==> src/rtl/csw_pkg.sv <==
package csw_pkg;

   typedef enum logic [1:0] {
      SRC_HSI  = 2'b00,
      SRC_MAIN = 2'b01,
      SRC_SUB  = 2'b10
   } src_e;

   // register addresses
   localparam int unsigned A_MODE = 0;
   localparam int unsigned A_STOP = 1;
   localparam int unsigned A_CODE = 2;
   localparam int unsigned A_STAT = 3;
   localparam int unsigned A_SEL  = 4;

   // mode register field positions
   localparam int unsigned M_MAIN_EXT = 0;
   localparam int unsigned M_MAIN_EN  = 1;
   localparam int unsigned M_MAIN_HI  = 2;
   localparam int unsigned M_SUB_EXT  = 3;
   localparam int unsigned M_SUB_EN   = 4;
   localparam int unsigned M_SUB_DRV  = 5;

endpackage

==> src/rtl/csw_settle.sv <==
module csw_settle #(
   parameter int unsigned NUM_THR   = 8,
   parameter int unsigned THR_SHIFT = 1
) (
   input  logic               clk,
   input  logic               rst_n,
   input  logic               hold_clr,
   input  logic               tick,
   output logic [NUM_THR-1:0] therm
);
   localparam int unsigned CNT_W = THR_SHIFT + NUM_THR;

   if (NUM_THR < 1) begin : g_bad_thr
      $error("csw_settle: NUM_THR must be at least 1");
   end
   if (CNT_W > 31) begin : g_bad_w
      $error("csw_settle: counter width too large");
   end

   logic [CNT_W-1:0] cnt_q;
   logic             sat;

   assign sat = &cnt_q;

   always_ff @(posedge clk or negedge rst_n) begin
      if (!rst_n)
         cnt_q <= '0;
      else if (hold_clr)
         cnt_q <= '0;
      else if (tick && !sat)
         cnt_q <= cnt_q + 1'b1;
   end

   for (genvar i = 0; i < NUM_THR; i++) begin : g_thr
      localparam logic [CNT_W-1:0] LIM = CNT_W'(1) << (THR_SHIFT + i);
      assign therm[i] = (cnt_q >= LIM);
   end


   sat_hold_chk: assert property (@(posedge clk) disable iff (!rst_n)
      (sat && !hold_clr) |=> sat);


   clr_zero_chk: assert property (@(posedge clk) disable iff (!rst_n)
      hold_clr |=> (cnt_q == '0));

endmodule

==> src/rtl/csw_regs.sv <==
module csw_regs
   import csw_pkg::*;
#(
   parameter int unsigned ADDR_W = 3,
   parameter int unsigned DATA_W = 8,
   parameter int unsigned CODE_W = 3
) (
   input  logic              clk,
   input  logic              rst_n,
   input  logic              wr_en,
   input  logic [ADDR_W-1:0] addr,
   input  logic [DATA_W-1:0] wdata,
   input  src_e              act,
   output logic [DATA_W-1:0] mode_q,
   output logic              main_stop,
   output logic              sub_stop,
   output logic [CODE_W-1:0] code_q,
   output logic              main_req,
   output logic              sub_req
);
   if (DATA_W != 8) begin : g_bad_dw
      $error("csw_regs: DATA_W must be 8");
   end
   if (CODE_W > DATA_W) begin : g_bad_cw
      $error("csw_regs: code field wider than data bus");
   end

   logic mode_locked;
   logic hit_mode, hit_stop, hit_code, hit_sel;
   logic guard_main, guard_sub;

   assign hit_mode = wr_en && (addr == ADDR_W'(A_MODE));
   assign hit_stop = wr_en && (addr == ADDR_W'(A_STOP));
   assign hit_code = wr_en && (addr == ADDR_W'(A_CODE));
   assign hit_sel  = wr_en && (addr == ADDR_W'(A_SEL));

   // a source in use or requested may not be stopped
   assign guard_main = (act == SRC_MAIN) || main_req;
   assign guard_sub  = (act == SRC_SUB)  || sub_req;

   always_ff @(posedge clk or negedge rst_n) begin
      if (!rst_n) begin
         mode_q      <= '0;
         mode_locked <= 1'b0;
      end else if (hit_mode && !mode_locked) begin
         mode_q      <= wdata;
         mode_locked <= 1'b1;
      end
   end

   always_ff @(posedge clk or negedge rst_n) begin
      if (!rst_n) begin
         main_stop <= 1'b1;
         sub_stop  <= 1'b1;
      end else if (hit_stop) begin
         main_stop <= (guard_main && wdata[0]) ? main_stop : wdata[0];
         sub_stop  <= (guard_sub  && wdata[1]) ? sub_stop  : wdata[1];
      end
   end

   always_ff @(posedge clk or negedge rst_n) begin
      if (!rst_n)
         code_q <= '0;
      else if (hit_code)
         code_q <= wdata[CODE_W-1:0];
   end

   always_ff @(posedge clk or negedge rst_n) begin
      if (!rst_n) begin
         main_req <= 1'b0;
         sub_req  <= 1'b0;
      end else if (hit_sel) begin
         main_req <= wdata[0];
         sub_req  <= wdata[1];
      end
   end


   mode_once_chk: assert property (@(posedge clk) disable iff (!rst_n)
      mode_locked |=> ($stable(mode_q) && mode_locked));


   main_guard_chk: assert property (@(posedge clk) disable iff (!rst_n)
      (guard_main && !main_stop) |=> !main_stop);


   sub_guard_chk: assert property (@(posedge clk) disable iff (!rst_n)
      (guard_sub && !sub_stop) |=> !sub_stop);

endmodule

==> src/rtl/csw_select.sv <==
module csw_select
   import csw_pkg::*;
#(
   parameter bit SUB_PRIORITY = 1'b1
) (
   input  logic clk,
   input  logic rst_n,
   input  logic main_req,
   input  logic sub_req,
   input  logic main_ok,
   input  logic sub_ok,
   output src_e act
);
   src_e target;
   logic target_ok;
   src_e act_q;

   if (SUB_PRIORITY) begin : g_sub_first
      always_comb begin
         if (sub_req)       target = SRC_SUB;
         else if (main_req) target = SRC_MAIN;
         else               target = SRC_HSI;
      end
   end else begin : g_main_first
      always_comb begin
         if (main_req)      target = SRC_MAIN;
         else if (sub_req)  target = SRC_SUB;
         else               target = SRC_HSI;
      end
   end

   always_comb begin
      case (target)
         SRC_MAIN: target_ok = main_ok;
         SRC_SUB:  target_ok = sub_ok;
         default:  target_ok = 1'b1;
      endcase
   end

   always_ff @(posedge clk or negedge rst_n) begin
      if (!rst_n)
         act_q <= SRC_HSI;
      else if (target_ok)
         act_q <= target;
   end

   assign act = act_q;


   main_gate_chk: assert property (@(posedge clk) disable iff (!rst_n)
      (act_q == SRC_MAIN && $past(act_q) != SRC_MAIN) |-> $past(main_ok));


   sub_gate_chk: assert property (@(posedge clk) disable iff (!rst_n)
      (act_q == SRC_SUB && $past(act_q) != SRC_SUB) |-> $past(sub_ok));


   idle_return_chk: assert property (@(posedge clk) disable iff (!rst_n)
      (!main_req && !sub_req) |=> (act_q == SRC_HSI));

endmodule

==> src/rtl/clk_switch_ctrl.sv <==
module clk_switch_ctrl
   import csw_pkg::*;
#(
   parameter int unsigned ADDR_W       = 3,
   parameter int unsigned DATA_W       = 8,
   parameter int unsigned NUM_THR      = 8,
   parameter int unsigned THR_SHIFT    = 1,
   parameter int unsigned SUB_THR_IDX  = 3,
   parameter bit          SUB_PRIORITY = 1'b1
) (
   input  logic              clk,
   input  logic              rst_n,
   input  logic              bus_wr,
   input  logic [ADDR_W-1:0] bus_addr,
   input  logic [DATA_W-1:0] bus_wdata,
   output logic [DATA_W-1:0] bus_rdata,
   input  logic              main_tick,
   input  logic              sub_tick,
   output logic [1:0]        cpu_clk_sel,
   output logic              main_amp_on,
   output logic              main_gain_hi,
   output logic              sub_amp_on,
   output logic [1:0]        sub_drive
);
   localparam int unsigned CODE_W  = (NUM_THR > 1) ? $clog2(NUM_THR) : 1;
   localparam int unsigned SUB_NTH = SUB_THR_IDX + 1;

   if (NUM_THR > DATA_W) begin : g_bad_thr
      $error("clk_switch_ctrl: status does not fit the data bus");
   end
   if (SUB_THR_IDX >= NUM_THR) begin : g_bad_sub
      $error("clk_switch_ctrl: SUB_THR_IDX out of range");
   end
   if (ADDR_W < 3) begin : g_bad_aw
      $error("clk_switch_ctrl: ADDR_W too small for the register map");
   end

   logic [DATA_W-1:0]  mode_q;
   logic               main_stop, sub_stop, main_req, sub_req;
   logic [CODE_W-1:0]  code_q;
   logic [NUM_THR-1:0] main_therm;
   logic [SUB_NTH-1:0] sub_therm;
   logic               main_settled, sub_settled, main_ok, sub_ok;
   logic               m_ext, m_en, s_ext, s_en;
   src_e               act;

   csw_regs #(
      .ADDR_W (ADDR_W),
      .DATA_W (DATA_W),
      .CODE_W (CODE_W)
   ) u_regs (
      .clk       (clk),
      .rst_n     (rst_n),
      .wr_en     (bus_wr),
      .addr      (bus_addr),
      .wdata     (bus_wdata),
      .act       (act),
      .mode_q    (mode_q),
      .main_stop (main_stop),
      .sub_stop  (sub_stop),
      .code_q    (code_q),
      .main_req  (main_req),
      .sub_req   (sub_req)
   );

   csw_settle #(
      .NUM_THR   (NUM_THR),
      .THR_SHIFT (THR_SHIFT)
   ) u_main_settle (
      .clk      (clk),
      .rst_n    (rst_n),
      .hold_clr (main_stop),
      .tick     (main_tick),
      .therm    (main_therm)
   );

   csw_settle #(
      .NUM_THR   (SUB_NTH),
      .THR_SHIFT (THR_SHIFT)
   ) u_sub_settle (
      .clk      (clk),
      .rst_n    (rst_n),
      .hold_clr (sub_stop),
      .tick     (sub_tick),
      .therm    (sub_therm)
   );

   assign m_ext = mode_q[M_MAIN_EXT];
   assign m_en  = mode_q[M_MAIN_EN];
   assign s_ext = mode_q[M_SUB_EXT];
   assign s_en  = mode_q[M_SUB_EN];

   always_comb begin
      if (32'(code_q) < NUM_THR)
         main_settled = main_therm[code_q];
      else
         main_settled = main_therm[NUM_THR-1];
   end

   // thermometer: all bits set means the top threshold is reached
   assign sub_settled = &sub_therm;

   assign main_ok = m_en && !main_stop && (m_ext || main_settled);
   assign sub_ok  = s_en && !sub_stop  && (s_ext || sub_settled);

   csw_select #(
      .SUB_PRIORITY (SUB_PRIORITY)
   ) u_select (
      .clk      (clk),
      .rst_n    (rst_n),
      .main_req (main_req),
      .sub_req  (sub_req),
      .main_ok  (main_ok),
      .sub_ok   (sub_ok),
      .act      (act)
   );

   assign cpu_clk_sel  = act;
   assign main_amp_on  = m_en && !m_ext && !main_stop;
   assign main_gain_hi = mode_q[M_MAIN_HI];
   assign sub_amp_on   = s_en && !s_ext && !sub_stop;
   assign sub_drive    = s_ext ? 2'b00 : mode_q[M_SUB_DRV +: 2];

   always_comb begin
      bus_rdata = '0;
      case (32'(bus_addr))
         A_MODE: bus_rdata = mode_q;
         A_STOP: bus_rdata = DATA_W'({sub_stop, main_stop});
         A_CODE: bus_rdata = DATA_W'(code_q);
         A_STAT: bus_rdata = DATA_W'(main_therm);
         A_SEL:  bus_rdata = DATA_W'({act == SRC_SUB, act == SRC_MAIN,
                                      2'b00, sub_req, main_req});
         default: bus_rdata = '0;
      endcase
   end


   main_run_chk: assert property (@(posedge clk) disable iff (!rst_n)
      (act == SRC_MAIN) |-> !main_stop);


   sub_run_chk: assert property (@(posedge clk) disable iff (!rst_n)
      (act == SRC_SUB) |-> !sub_stop);


   ext_drive_chk: assert property (@(posedge clk) disable iff (!rst_n)
      s_ext |-> (sub_drive == 2'b00));

endmodule

==> config.mk <==
export PLATFORM = sky130hd
export DESIGN_NAME = clk_switch_ctrl
export DESIGN_NICKNAME = d
export VERILOG_FILES = /design/src/rtl/csw_pkg.sv /design/src/rtl/csw_settle.sv /design/src/rtl/csw_regs.sv /design/src/rtl/csw_select.sv /design/src/rtl/clk_switch_ctrl.sv
export SDC_FILE = /design/constraint.sdc
export NUM_CORES = 1
export LEC_CHECK = 0
export BUFFER_PORTS_ARGS = -buffer_cell sky130_fd_sc_hd__buf_2
export CORE_UTILIZATION = 50
export DETAILED_ROUTE_END_ITERATION = 8
export PLACE_DENSITY_LB_ADDON = 0.08
export SYNTH_ARGS = -nofsm -noshare
export SYNTH_HDL_FRONTEND = slang
export SYNTH_SLANG_ARGS = --single-unit
export TNS_END_PERCENT = 5
==> constraint.sdc <==
create_clock -name clk -period 1.9 [get_ports clk]
set_input_delay 0.38 -clock clk [delete_from_list [all_inputs] [get_ports clk]]
set_output_delay 0.38 -clock clk [all_outputs]
set_load 0.05 [all_outputs]
==> run summary <==
status -> finished with violations
failing checks -> setup timing
critical path, cell by cell -> or4_4 -> or4_4 -> o21ai_2 -> o211ai_1 -> buf_4
largest net degree at the start of global routing -> 33
Final HPWL DP -> 3.25 mm
Worst Skew -> 0.00727 ns
critical path depth in cells -> 5
number of synthesized flops with an enable pin -> 0
Setup crit start kind -> flop
CP endpoint -> bus_rdata[0]
register area share after synthesis -> 0.434
Multi-input gate area -> 0.00102 mm²
final setup fails -> 15
H-tree level count -> 2
reg2reg path depth -> 11
cell repeated most along the worst path -> or4_4
row cnt -> 21
CTS tree -> done
CTS sink cnt -> 32
headroom to the max-slew limit -> 0.517
layout cell share with drive strength beyond 1 -> 0.397
Slew @ Worst Pin -> 0.725 ns
Final Cycle Share -> 1.31
Tot Pwr -> 2.35 mW
main combinational cell family by area after synthesis -> simple AND/OR/NAND/NOR gates
Clock Latency Late Sink -> 0.28 ns
kind of critical path -> reg -> out
Congestion Overflow GR -> 0
RSZ-0062 raised after global routing -> true
post-synthesis async set-or-reset flop share -> 1.00
ranking of synthesized cells by area -> dfrtp_1, mux2_2, nor2_1
root buf cell -> clkbuf_8
fraction of the mapped netlist area in compound gates -> 0.117
Max clock buf depth -> 2
Final ANT Viol Nets -> 0
LEAKAGE -> 1.13 nW
Arrival @ worst endpoint -> 2.11 ns
max incr delay on CP -> 0.54 ns
P&R area growth vs syn -> 28.9%
final hold violations -> 0
Synth Net Count -> 206
CP endpoint kind -> output pin
TNS Setup -> -3.37 ns
boundary pin count -> 31
Final nets -> 258
CP top delay family -> simple AND/OR/NAND/NOR gates
Post-Route WL -> 4.63 mm
top cells by instance count after synthesis -> dfrtp_1, nor2_1, mux2_2
Chip Width -> 62.8 µm
R2R Path Start -> u_main_settle.cnt_q[5]
Synth area leader -> dfrtp_1
port bufs -> 30
Synth Area in Adders -> 0.0406
Most used DFF post-synth -> dfrtp_1
Total GRT Usage -> 0.254
clk slew on worst S/H paths -> 0.07 ns
post-synth top area share -> 0.406
Avg WL per Cell -> 16.3 µm
first-pass GRT wire length -> 7.73 mm
worst slack at placement -> -0.293 ns
critical path fanouts, max -> 2
Post-Synthesis Cells -> 184
initial antenna violation count -> 0
f_max -> 401 MHz
RD Place Congestion -> 0.824
Distinct cells, synth -> 42
peak supply drop -> 0.645 mV
router iterations before antenna repair -> 4
Post-Syn Area -> 0.00185 mm²
CP Launch Point -> u_main_settle.cnt_q[5]
number of remaining DRC errors -> 0
Period minus WS final -> 2.49 ns
Max-Cap Viols -> 0
antenna cells -> 0
Post-Synth XOR/XNOR Area -> 0.0473
drt via density -> 5.73
final setup margin -> -0.593 ns
Synth Register Bits -> 32
initial DRC count -> 73
RR Endpoint -> u_main_settle.cnt_q[4]
vias -> 1,622
Sequential Area -> 803 µm²
most common cell in the netlist -> dfrtp_1
Slew Viols, Final -> 0
r2r setup slk -> -0.23 ns
Ys Warns -> 0
initial core utilization -> 0.538
Worst Hold Class -> in -> async
Simple-Gate Fraction of Synth Area -> 0.214
Die Y -> 62.8 µm
Bufs and invs on worst path -> 1
Critical Path RT -> 1.52 ns
Cell Pwr Density -> 984 mW/mm²
DIE AREA -> 0.00395 mm²
mux share of post-synthesis cell area -> 0.101
Syn Area/Cell -> 10.1 µm²
CP max stage cell -> or4_4
fillers -> 279
core footprint -> 0.00344 mm²
cts bufs inserted -> 5
vias in the first global route -> 1,620
## timing repair
action / 4_1_cts / 5_1_grt
gates resized for setup: 19 / 3
setup endpoints to repair: 8 / 16
pin swaps: 4 / 2
setup buffers: 1 / 2
hold buffers: 0 / 0
## layer usage
metal	vias up	wire (µm)	GRT usage	part of all wire
met4	0	66	0.105	0.014
met5	-	0	0	0
met1	811	2080	0.315	0.45
met2	47	2290	0.436	0.49
li1	756	-	-	-
met3	8	189	0.0420	0.041
## cell families (layout without fill, tap and decap cells)
group | count (synthesis) | after routing
compound gates | 31 | 31
xor+xnor | 10 | 10
fa+ha+maj | 6 | 6
buf+inv | 14 | 67
flops | 32 | 32
mux | 17 | 17
simple gates | 74 | 74
## registers in the layout (all words and copies together) (netlist names), 2 cells and up
| name | cells |
|---|---|
| u_main_settle.cnt_q | 9 |
| u_regs.mode_q | 8 |
| u_sub_settle.cnt_q | 5 |
| u_regs.code_q | 3 |
| u_select.act | 2 |
## metrics by stage
stage / cells / util / instance area (µm²) / hold slack [ns]
after CTS: 281 / 0.684 / 2350 / 0.171
after floorplan: 184 / - / 1850 / 0.0844
after detailed placement: 272 / 0.623 / 2150 / 0.479
final: 283 / 0.693 / 2390 / 0.145
after global placement: 272 / 0.623 / 2150 / 0.458
after global routing: 283 / 0.693 / 2390 / 0.205
## where the power goes
group	total [mW]	switching [mW]	internal [mW]
Combinational	0.699	0.422	0.277
Sequential	0.940	0.129	0.811
Clock	0.709	0.246	0.462
Total	2.35	0.798	1.55
## layout make-up
cell class / count / share of cell area
multi-input combinational: 138 / 0.426
timing repair buffer: 53 / 0.151
inverter: 6 / 0.00944
clock buffer: 7 / 0.0404
tap: 46 / 0.0241
sequential: 32 / 0.337
clock inverter: 1 / 0.0126
## placed cells by master (no fill, tap or decap), drive strengths merged, types with 4 or more instances in the layout
master,n
o21ai,5
a31o,4
ha,6
buf,53
and3,5
nor2b,6
mux2,13
nand4,5
dfrtp,30
clkbuf,7
xor2,8
a21oi,8
mux2i,4
nand2,10
nor2,30
inv,6
nor3b,4
## how the worst min path moves through the flow
stage	startpoint	endpoint	slack, ns	cells after the start
2_1_floorplan	rst_n	u_main_settle.cnt_q[0]	0.08	0
3_3_place_gp	rst_n	u_main_settle.cnt_q[2]	0.46	1
3_5_place_dp	rst_n	u_regs.mode_q[7]	0.48	1
4_1_cts	rst_n	u_regs.mode_q[7]	0.17	1
5_1_grt	rst_n	u_main_settle.cnt_q[2]	0.20	1
6_report	rst_n	u_regs.mode_q[7]	0.15	1
Power figures use the tool's default switching activity.
